## src/rtl/nas_pkg.sv

```systemverilog
package nas_pkg;
  localparam int BYTE_W  = 8;
  localparam int CYC_MAX = 5;
  localparam int CNT_W   = $clog2(CYC_MAX + 1);
  localparam int OFF_W   = 32;
  localparam int PAGE_W  = 3 * BYTE_W;

  typedef logic [BYTE_W-1:0] cyc_byte_t;
  typedef cyc_byte_t [CYC_MAX-1:0] cyc_list_t;

  typedef enum logic [1:0] {
    ST_IDLE = 2'd0,
    ST_SEND = 2'd1,
    ST_FIN  = 2'd2
  } seq_st_e;
endpackage

```

## src/rtl/nas_planner.sv

```systemverilog
module nas_planner
  import nas_pkg::*;
#(
  parameter int SIZE_W    = 6,
  parameter int LG_THRESH = 28,
  parameter int SM_THRESH = 26
) (
  input  logic              off_mode,
  input  logic              col_en,
  input  logic              page_en,
  input  logic              large_page,
  input  logic [SIZE_W-1:0] size_log2,
  input  logic [PAGE_W-1:0] page_addr,
  input  logic [OFF_W-1:0]  byte_off,
  output cyc_list_t         list,
  output logic [CNT_W-1:0]  cnt
);
  logic wide_dev;
  assign wide_dev = large_page ? (int'(size_log2) >= LG_THRESH)
                               : (int'(size_log2) >= SM_THRESH);

  always_comb begin
    logic [CNT_W-1:0] n;
    list = '0;
    n    = '0;
    if (off_mode) begin
      list[0] = byte_off[7:0];
      if (large_page) begin
        list[1] = byte_off[7:0];
        list[2] = byte_off[18:11];
        list[3] = byte_off[26:19];
        list[4] = {3'b000, byte_off[31:27]};
        n = CNT_W'(5);
      end else begin
        list[1] = byte_off[16:9];
        list[2] = byte_off[24:17];
        list[3] = {1'b0, byte_off[31:25]};
        n = CNT_W'(4);
      end
    end else begin
      if (col_en) begin
        list[n] = '0;
        n = n + CNT_W'(1);
        if (large_page) begin
          list[n] = '0;
          n = n + CNT_W'(1);
        end
      end
      if (page_en) begin
        list[n] = page_addr[BYTE_W-1:0];
        n = n + CNT_W'(1);
        list[n] = page_addr[2*BYTE_W-1:BYTE_W];
        n = n + CNT_W'(1);
        if (wide_dev) begin
          list[n] = page_addr[3*BYTE_W-1:2*BYTE_W];
          n = n + CNT_W'(1);
        end
      end
    end
    cnt = n;
  end

  // a column-only request carries one or two bytes by page size
  always_comb begin
    if (!off_mode && col_en && !page_en)
      p_col_len_r2: assert (cnt == (large_page ? CNT_W'(2) : CNT_W'(1)));
  end
endmodule

```

## src/rtl/nas_queue.sv

```systemverilog
module nas_queue
  import nas_pkg::*;
(
  input  logic             clk,
  input  logic             rst_n,
  input  logic             load,
  input  logic             adv,
  input  logic             busy,
  input  cyc_list_t        list_in,
  input  logic [CNT_W-1:0] cnt_in,
  output cyc_byte_t        cur_byte,
  output logic             last,
  output logic             empty_in
);
  cyc_list_t        buf_q, buf_d;
  logic [CNT_W-1:0] total_q, total_d;
  logic [CNT_W-1:0] idx_q, idx_d;
  logic             en;

  assign en = load | adv;

  always_comb begin
    buf_d   = buf_q;
    total_d = total_q;
    idx_d   = idx_q;
    if (load) begin
      buf_d   = list_in;
      total_d = cnt_in;
      idx_d   = '0;
    end else if (adv) begin
      idx_d = idx_q + CNT_W'(1);
    end
  end

  always_ff @(posedge clk or negedge rst_n) begin
    if (!rst_n) begin
      buf_q   <= '0;
      total_q <= '0;
      idx_q   <= '0;
    end else if (en) begin
      buf_q   <= buf_d;
      total_q <= total_d;
      idx_q   <= idx_d;
    end
  end

  assign cur_byte = (int'(idx_q) < CYC_MAX) ? buf_q[idx_q] : '0;
  assign last     = (idx_q + CNT_W'(1)) == total_q;
  assign empty_in = (cnt_in == '0);

  // the loaded request does not change while a sequence runs
  p_hold_req_r11: assert property (@(posedge clk) disable iff (!rst_n)
    (busy && !load) |=> $stable(total_q) && $stable(buf_q));

  // stepping never runs past the loaded length
  p_idx_bound_r9: assert property (@(posedge clk) disable iff (!rst_n)
    adv |-> (idx_q < total_q));
endmodule

```

## src/rtl/nas_ctrl.sv

```systemverilog
module nas_ctrl
  import nas_pkg::*;
(
  input  logic clk,
  input  logic rst_n,
  input  logic start,
  input  logic empty_in,
  input  logic last,
  input  logic ready,
  output logic load,
  output logic adv,
  output logic valid,
  output logic done,
  output logic busy
);
  seq_st_e st_q, st_d;
  logic    accept;

  assign valid  = (st_q == ST_SEND);
  assign accept = valid & ready;
  assign load   = (st_q == ST_IDLE) & start;
  assign adv    = accept;

  always_comb begin
    st_d = st_q;
    unique case (st_q)
      ST_IDLE: if (start) st_d = empty_in ? ST_FIN : ST_SEND;
      ST_SEND: if (accept && last) st_d = ST_FIN;
      ST_FIN:  st_d = ST_IDLE;
      default: st_d = ST_IDLE;
    endcase
  end

  always_ff @(posedge clk or negedge rst_n) begin
    if (!rst_n) st_q <= ST_IDLE;
    else        st_q <= st_d;
  end

  assign done = (st_q == ST_FIN);
  assign busy = (st_q != ST_IDLE);

  // completion is a single-cycle pulse
  p_done_pulse_r10: assert property (@(posedge clk) disable iff (!rst_n)
    done |=> !done);

  // completion follows a final accept or an empty request
  p_done_cause_r10: assert property (@(posedge clk) disable iff (!rst_n)
    $rose(done) |-> $past(accept && last) || $past(load && empty_in));

  // an empty request never presents a byte
  p_empty_nobyte_r6: assert property (@(posedge clk) disable iff (!rst_n)
    (load && empty_in) |=> !valid);
endmodule

```

## src/rtl/nand_addr_seq.sv

```systemverilog
module nand_addr_seq
  import nas_pkg::*;
#(
  parameter int SIZE_W    = 6,
  parameter int LG_THRESH = 28,
  parameter int SM_THRESH = 26
) (
  input  logic              clk,
  input  logic              rst_n,
  input  logic              start,
  input  logic              off_mode,
  input  logic              col_en,
  input  logic              page_en,
  input  logic              large_page,
  input  logic [SIZE_W-1:0] size_log2,
  input  logic [23:0]       page_addr,
  input  logic [31:0]       byte_off,
  output logic              cyc_valid,
  output logic [7:0]        cyc_byte,
  input  logic              cyc_ready,
  output logic              done,
  output logic              busy
);
  cyc_list_t        list;
  logic [CNT_W-1:0] cnt;
  logic             load, adv, last, empty_in;

  nas_planner #(
    .SIZE_W(SIZE_W), .LG_THRESH(LG_THRESH), .SM_THRESH(SM_THRESH)
  ) u_plan (
    .off_mode(off_mode), .col_en(col_en), .page_en(page_en),
    .large_page(large_page), .size_log2(size_log2),
    .page_addr(page_addr), .byte_off(byte_off),
    .list(list), .cnt(cnt)
  );

  nas_queue u_queue (
    .clk(clk), .rst_n(rst_n), .load(load), .adv(adv), .busy(busy),
    .list_in(list), .cnt_in(cnt),
    .cur_byte(cyc_byte), .last(last), .empty_in(empty_in)
  );

  nas_ctrl u_ctrl (
    .clk(clk), .rst_n(rst_n), .start(start), .empty_in(empty_in),
    .last(last), .ready(cyc_ready), .load(load), .adv(adv),
    .valid(cyc_valid), .done(done), .busy(busy)
  );

  // a stalled byte stays presented and unchanged
  p_stall_hold_r9: assert property (@(posedge clk) disable iff (!rst_n)
    (cyc_valid && !cyc_ready) |=> cyc_valid && $stable(cyc_byte));

  // busy covers the whole sequence up to the completion pulse
  p_busy_cover_r10: assert property (@(posedge clk) disable iff (!rst_n)
    (cyc_valid || done) |-> busy);
endmodule

```

## config.mk

```make
export PLATFORM = sky130hd
export DESIGN_NAME = nand_addr_seq
export DESIGN_NICKNAME = d
export VERILOG_FILES = /design/src/rtl/nas_pkg.sv /design/src/rtl/nas_planner.sv /design/src/rtl/nas_queue.sv /design/src/rtl/nas_ctrl.sv /design/src/rtl/nand_addr_seq.sv
export SDC_FILE = /design/constraint.sdc
export NUM_CORES = 1
export LEC_CHECK = 0
export ABC_CLOCK_PERIOD_IN_PS = 3700
export BUFFER_PORTS_ARGS = -buffer_cell sky130_fd_sc_hd__clkbuf_2
export CORE_MARGIN = 1.5
export CORE_UTILIZATION = 40
export CTS_CLUSTER_DIAMETER = 60
export DETAILED_ROUTE_END_ITERATION = 10
export GPL_TIMING_DRIVEN = 0
export MAX_ROUTING_LAYER = met4
export REMOVE_ABC_BUFFERS = 1
export SYNTH_ARGS = -nofsm -noshare
export SYNTH_HDL_FRONTEND = slang
export SYNTH_SLANG_ARGS = --single-unit
```

## constraint.sdc

```tcl
create_clock -name clk -period 3.7 [get_ports clk]
set_clock_uncertainty 0.15 [all_clocks]
set_input_delay 0.37 -clock clk [delete_from_list [all_inputs] [get_ports clk]]
set_output_delay 0.37 -clock clk [all_outputs]
set_load 0.05 [all_outputs]
```

Yosys cells after proc, flatten, opt, wreduce, memory -nomap -nowiden
Cells that the tools add are included. W data, S select, Z words.

Equal/unequal tests: 5. Add/sub/neg operators: 4. Order comparisons: 10. Bitwise operators: 3. Mux-type cells: 32. Reduce and logical (&&, ||, !) cells: 11.

Operators by type and width (number): $bwmux W40 (3); $mux W40 (3); $demux W8 S3 (3); $mux W8 (5); $bmux W8 S3 (1); $mux W24 (1); $mux W3 (7); $lt A3 B4 Y1 const B (4); $mux W16 (1); $add A3 B1 Y3 const B (4); $ge A6 B5 Y1 const B (2); $ge A3 B1 Y1 const B (3); $mux W2 (4); $reduce_and A2 Y1 (3); $mux W5 (1); $logic_and A1 B1 Y1 (4); $ne A2 B2 Y1 const B (2); $pmux W2 S2 (1); $reduce_bool A2 Y1 (2); $eq A3 B3 Y1 (1); $logic_not A3 Y1 (1); $lt A3 B3 Y1 const B (1); $and A1 B1 Y1 (2); $eq A2 B1 Y1 const B (1); other kinds (4) (5).

Output and inout port bits: 11. Input port bits: 70. Logic and storage cells: 73. Flip-flop bits (word level): 48.

Longest topological paths before layout
Depth in word-level cells: 13. Mapped depth: 11. Depth with buffers taken out: 7.

Hierarchy
Synthesis repeated with hierarchy kept, for this count alone.

Cell total of the unflattened synthesis: 314. Area total of the unflattened synthesis: 3420.8 µm².

By module, submodules not included: nas_queue (times used 1, cells each 146, area each 2105.8 µm², seq. area each 1151.1 µm²); nas_planner (times used 1, cells each 154, area each 1177.4 µm², seq. area each 0.0 µm²); nas_ctrl (times used 1, cells each 14, area each 137.6 µm², seq. area each 50.0 µm²).

Worst setup path after synthesis
Ideal clock, no wire load.

Path kind: register to output. Start point: reg u_queue.idx_q[0]. End point: out cyc_byte[0]. Arrival: 2.048 ns. Data required time: 3.180 ns. Path buffers: 1. Stages on the path, launching flop included: 5. Path slack: 1.132 ns. Cell sequence: dfrtp_1 buf_4 mux4_2 inv_1 o21ai_0.

Word-level cells in the longest chain between the ends: 3. Elaborated cells on any way between the ends: 4. Classes of those cells: order compare (1); mux (3).

Ends and longest elaborated chain: start, declared (RTL line nas_queue.sv:17) `logic [CNT_W-1:0] idx_q, idx_d;`; start signal, assigned (RTL line nas_queue.sv:43) `idx_q <= idx_d;`; $bmux W8 S3 (RTL line nas_queue.sv:47) `assign cur_byte = (int'(idx_q) < CYC_MAX) ? buf_q[idx_q] : '0;`; $mux W8 (implied by the code) (RTL line nas_queue.sv:47); $mux W8 (*) (RTL line nas_queue.sv:47); end, declared (RTL line nand_addr_seq.sv:19) `output logic [7:0] cyc_byte,`.

Every way passes the cells marked *; elsewhere a longest branch is shown, timed or not. The select of a mux whose other input is x is not followed.

Final worst setup path
Start point: in large_page. End point: reg u_queue.buf_q[19] (netlist name).

Word-level cells in the longest chain between the ends: 13. Elaborated cells on any way between the ends: 28. Classes of those cells: add/sub (2); order compare (6); mux (17); reduce/logical (3).

Ends and longest elaborated chain: start, declared (RTL line nand_addr_seq.sv:14) `input logic large_page,`; $mux W2 (RTL line nas_planner.sv:44) `if (large_page) begin`; $mux W3 (RTL line nas_planner.sv:41) `if (col_en) begin`; $mux W3 (RTL line nas_planner.sv:26) `if (off_mode) begin`; $add A3 B1 Y3 (tied with other cells) (RTL line nas_planner.sv:51) `n = n + CNT_W'(1);`; $add A3 B1 Y3 (tied with other cells) (RTL line nas_planner.sv:53) `n = n + CNT_W'(1);`; $lt A3 B4 Y1 (implied by the code) (tied with other cells) (RTL line nas_planner.sv:55) `list[n] = page_addr[3*BYTE_W-1:2*BYTE_W];`; $logic_and A1 B1 Y1 (implied by the code) (tied with other cells) (RTL line nas_planner.sv:55); $mux W8 (implied by the code) (tied with other cells) (RTL line nas_planner.sv:55); $demux W8 S3 or $bwmux W40 (tied branches); $bwmux W40 (RTL line nas_planner.sv:55); $mux W40 (RTL line nas_planner.sv:54) `if (wide_dev) begin`; $mux W40 (RTL line nas_planner.sv:49) `if (page_en) begin`; $mux W40 (*) (RTL line nas_planner.sv:26); end signal, assigned (RTL line nas_queue.sv:41) `buf_q <= buf_d;`; end, declared (RTL line nas_queue.sv:15) `cyc_list_t buf_q, buf_d;`.

Marks and branches as above. A chain may end at the register's enable or synchronous reset.

==> summary.txt <==
Timing
  • Max Clk Rate: 297 MHz
  • Slew @ Worst Pin: 1.26 ns
  • RSZ-0062 raised after global routing: no
  • Endpoints failing setup: 0
  • Fin. max-slew vios: 0
  • Max-slew headroom: 15.8%
  • Crit path setup slack, layout: 0.335 ns
  • Setup_tns: 0 ns
  • Final min period: 3.37 ns
  • Final Hold Viols: 0
  • Fin crit share: 90.9%

Status
  • Outcome: completed

Clock network
  • Sink Count: 48
  • CTS tree: yes
  • Worst-skew pair later-pin latency: 0.30 ns
  • H-Tree Depth: 2
  • CTS Root Cell: clkbuf_8
  • CTS max path bufs: 2
  • Num CTS Buffers: 5
  • Reg clk slew, reported paths: 0.09 ns

Pwr
  • Leak: 2.13 nW
  • Peak supply drop: 0.000269 V
  • Pwr Density: 620 nW/um2

Worst setup path
  • FF-to-FF path depth: 3
  • Crit path capture type: register
  • FF-to-FF setup slack: 0.78 ns
  • CP Class: input port to register
  • WP buf/inv: 1
  • CP arrival: 3.38 ns
  • Slowest CP cell: ha_1
  • Worst-path cell chain: clkbuf_4 > nand2b_2 > ha_1 > o211ai_4 > mux2i_1 > o211ai_2
  • Largest delay share family, worst path: adder cells
  • FF-to-FF Start: u_ctrl.st_q[1]
  • CP Max Fanout: 47
  • Slowest Stage Delay on Critical Path: 0.85 ns
  • Worst r2r dst: u_queue.buf_q[34]
  • WP data required: 3.71 ns
  • Startpoint Class: input port

Cells and area
  • FILL cells: 922
  • Antenna diodes: 0
  • Post-Layout Cell Count: 622
  • Layout Area Growth over Synthesis: 14.5%
  • Final net count: 566
  • Fraction of layout cells with a size suffix above 1: 27.4%
  • Fin util: 47.5%

Place
  • Placed cells: 612
  • Gpl congestion: 0.866
  • Post-Place Worst Slack: -0.758 ns
  • IO Port Bufs: 78
  • Post-DP HPWL: 7.72 mm

Yosys
  • Largest cells by area after synthesis: dfrtp_1, mux2i_1, nand2_1
  • Adder-cell share of the synthesized area: 1.29%
  • Post-synthesis compound-gate area fraction: 20.3%
  • Seq/Total Area, Yosys: 31.1%
  • Avg Inst Size Synth: 8.83 um2
  • Post-synth top cells: nand2_1, dfrtp_1, mux2i_1, o21ai_1, nand3_1
  • Largest family of logic cells by synthesized area: multiplexers
  • EDFF count, synth: 0
  • Synth top area share: 31.1%
  • Cell Area, Synth: 3870 um2
  • Async S/R FF share, synth: 100%
  • Synth Area in XOR/XNOR: 1.04%
  • Yosys warning count: 0
  • Flops & latches, synth: 48
  • Most frequent cell after synthesis: nand2_1
  • Synth Instances: 438
  • Unique masters post-synth: 48
  • Proportion of synthesized area in mux cells: 21.4%
  • Yosys top cell by area: dfrtp_1
  • Post-Synth Simple-Gate Area: 18.9%
  • Top_reg_cell synth: dfrtp_1

Route
  • ANT nets after route: 0
  • Avg WL per Cell: 18.8 um
  • DR iter-0 viols: 230
  • Vias/cell: 5.75
  • First-pass DRT Iterations: 7
  • Vias post-DR: 3579
  • Total Wirelength: 11.7 mm
  • DR DRC count: 0

Hold path
  • Hold Crit Endpoint: u_queue.buf_q[1]
  • Hold depth: 3
  • Hold_sp: byte_off[1]
  • Hold Path Class: input port to register

Global routing
  • Overflow after GRT: 0
  • Vias in the first global route: 3334
  • Total GRT Usage: 23.8%
  • Initial antenna violation count: 0
  • Largest net degree at the start of global routing: 50
  • First-pass GRT wire length: 17.9 mm

Die
  • Rows: 35
  • Core Area: 9330 um2
  • Initial Utilization: 41.5%
  • Width of the chip: 101 um
  • Area of the die: 10300 um2
  • IO Pins: 81
  • Die height: 101 um

Job
  • Number of max-cap violations: 0
[worst min-delay path: stages]
cell and delay, ns:
clkbuf_2 0.09, a2bb2oi_1 0.06, o21ai_1 0.10
[sequential cells by signal, summed over array words and instances (netlist names)]
register	count
u_queue.total_q	3
u_queue.buf_q	40
u_queue.idx_q	3
u_ctrl.st_q	2
[timing repair]
action / in CTS / in global routing
buffers inserted: 0 / 0
gates resized for setup: 2 / 0
endpoints found under the setup margin: 19 / 0
hold buffers: 0 / 1
endpoints found under the hold margin: 0 / 8
[logic make-up after synthesis]
logic type	Yosys count
AO/OA/AOI/OAI	111
XOR/XNOR	3
adder cells (fa/ha/maj)	4
buffers and inverters	49
flip-flops	48
multiplexers	71
AND/OR/NAND/NOR	152
[cells in the final DEF (no fill, tap or decap), drive strengths merged, types with 2 or more instances in the layout]
cell / instances
nand2: 70
a32oi: 2
and2: 10
o211ai: 23
buf: 3
clkbuf: 83
mux2: 15
mux2i: 48
nand4: 2
o21ai: 47
nor2: 19
a2bb2oi: 8
nand2b: 9
inv: 15
a21oi: 17
nand3: 23
ha: 4
mux4: 8
dfrtp: 48
nor3b: 3
nor2b: 11
o22ai: 6
[power breakdown]
part	switching [W]	internal, W	total [W]
clock network	0.000182	0.000221	0.000403
logic	0.000870	0.000518	0.00139
registers	0.000205	0.000747	0.000952
[stage by stage]
step	cell area, um2	hold WS, ns	total power (W)
finish	4430	0.200	0.00274
global route	4430	0.215	0.00291
CTS	4400	0.194	0.00275
detailed placement	4270	0.321	0.00234
global placement	4250	0.313	0.00230
floorplan	3700	-0.0756	0.00193
[layout make-up]
class	count	area (um2)	area share, %
clock buffer	6	82.6	1.86
clock inverter	2	38.8	0.876
inverter	15	58.8	1.33
multi-input combinational	341	2440	55.2
sequential	48	1200	27.1
tap	129	161	3.65
timing repair buffer	81	443	10.0
[worst max path at each step]
| stage | start | endpoint | slack, ns | depth (start not counted) |
|---|---|---|---|---|
| global route | large_page | u_queue.buf_q[19] | 0.26 | 6 |
| finish | large_page | u_queue.buf_q[19] | 0.33 | 6 |
| CTS | large_page | u_queue.buf_q[19] | 0.40 | 6 |
| global placement | large_page | u_queue.buf_q[22] | -0.67 | 6 |
| detailed placement | large_page | u_queue.buf_q[19] | -0.76 | 6 |
| floorplan | u_queue.idx_q[0] | cyc_byte[0] | 1.08 | 3 |
[metal layers]
metal	part of all wire [%]	track usage, %	wire [um]	up-vias
met3	6.4	2.35	752	17
met5	0	-	0	-
met2	46	37.6	5430	148
met1	46	32.4	5350	1738
li1	-	-	-	1676
met4	1.5	7.05	178	0
Power figures use the tool's default switching activity.
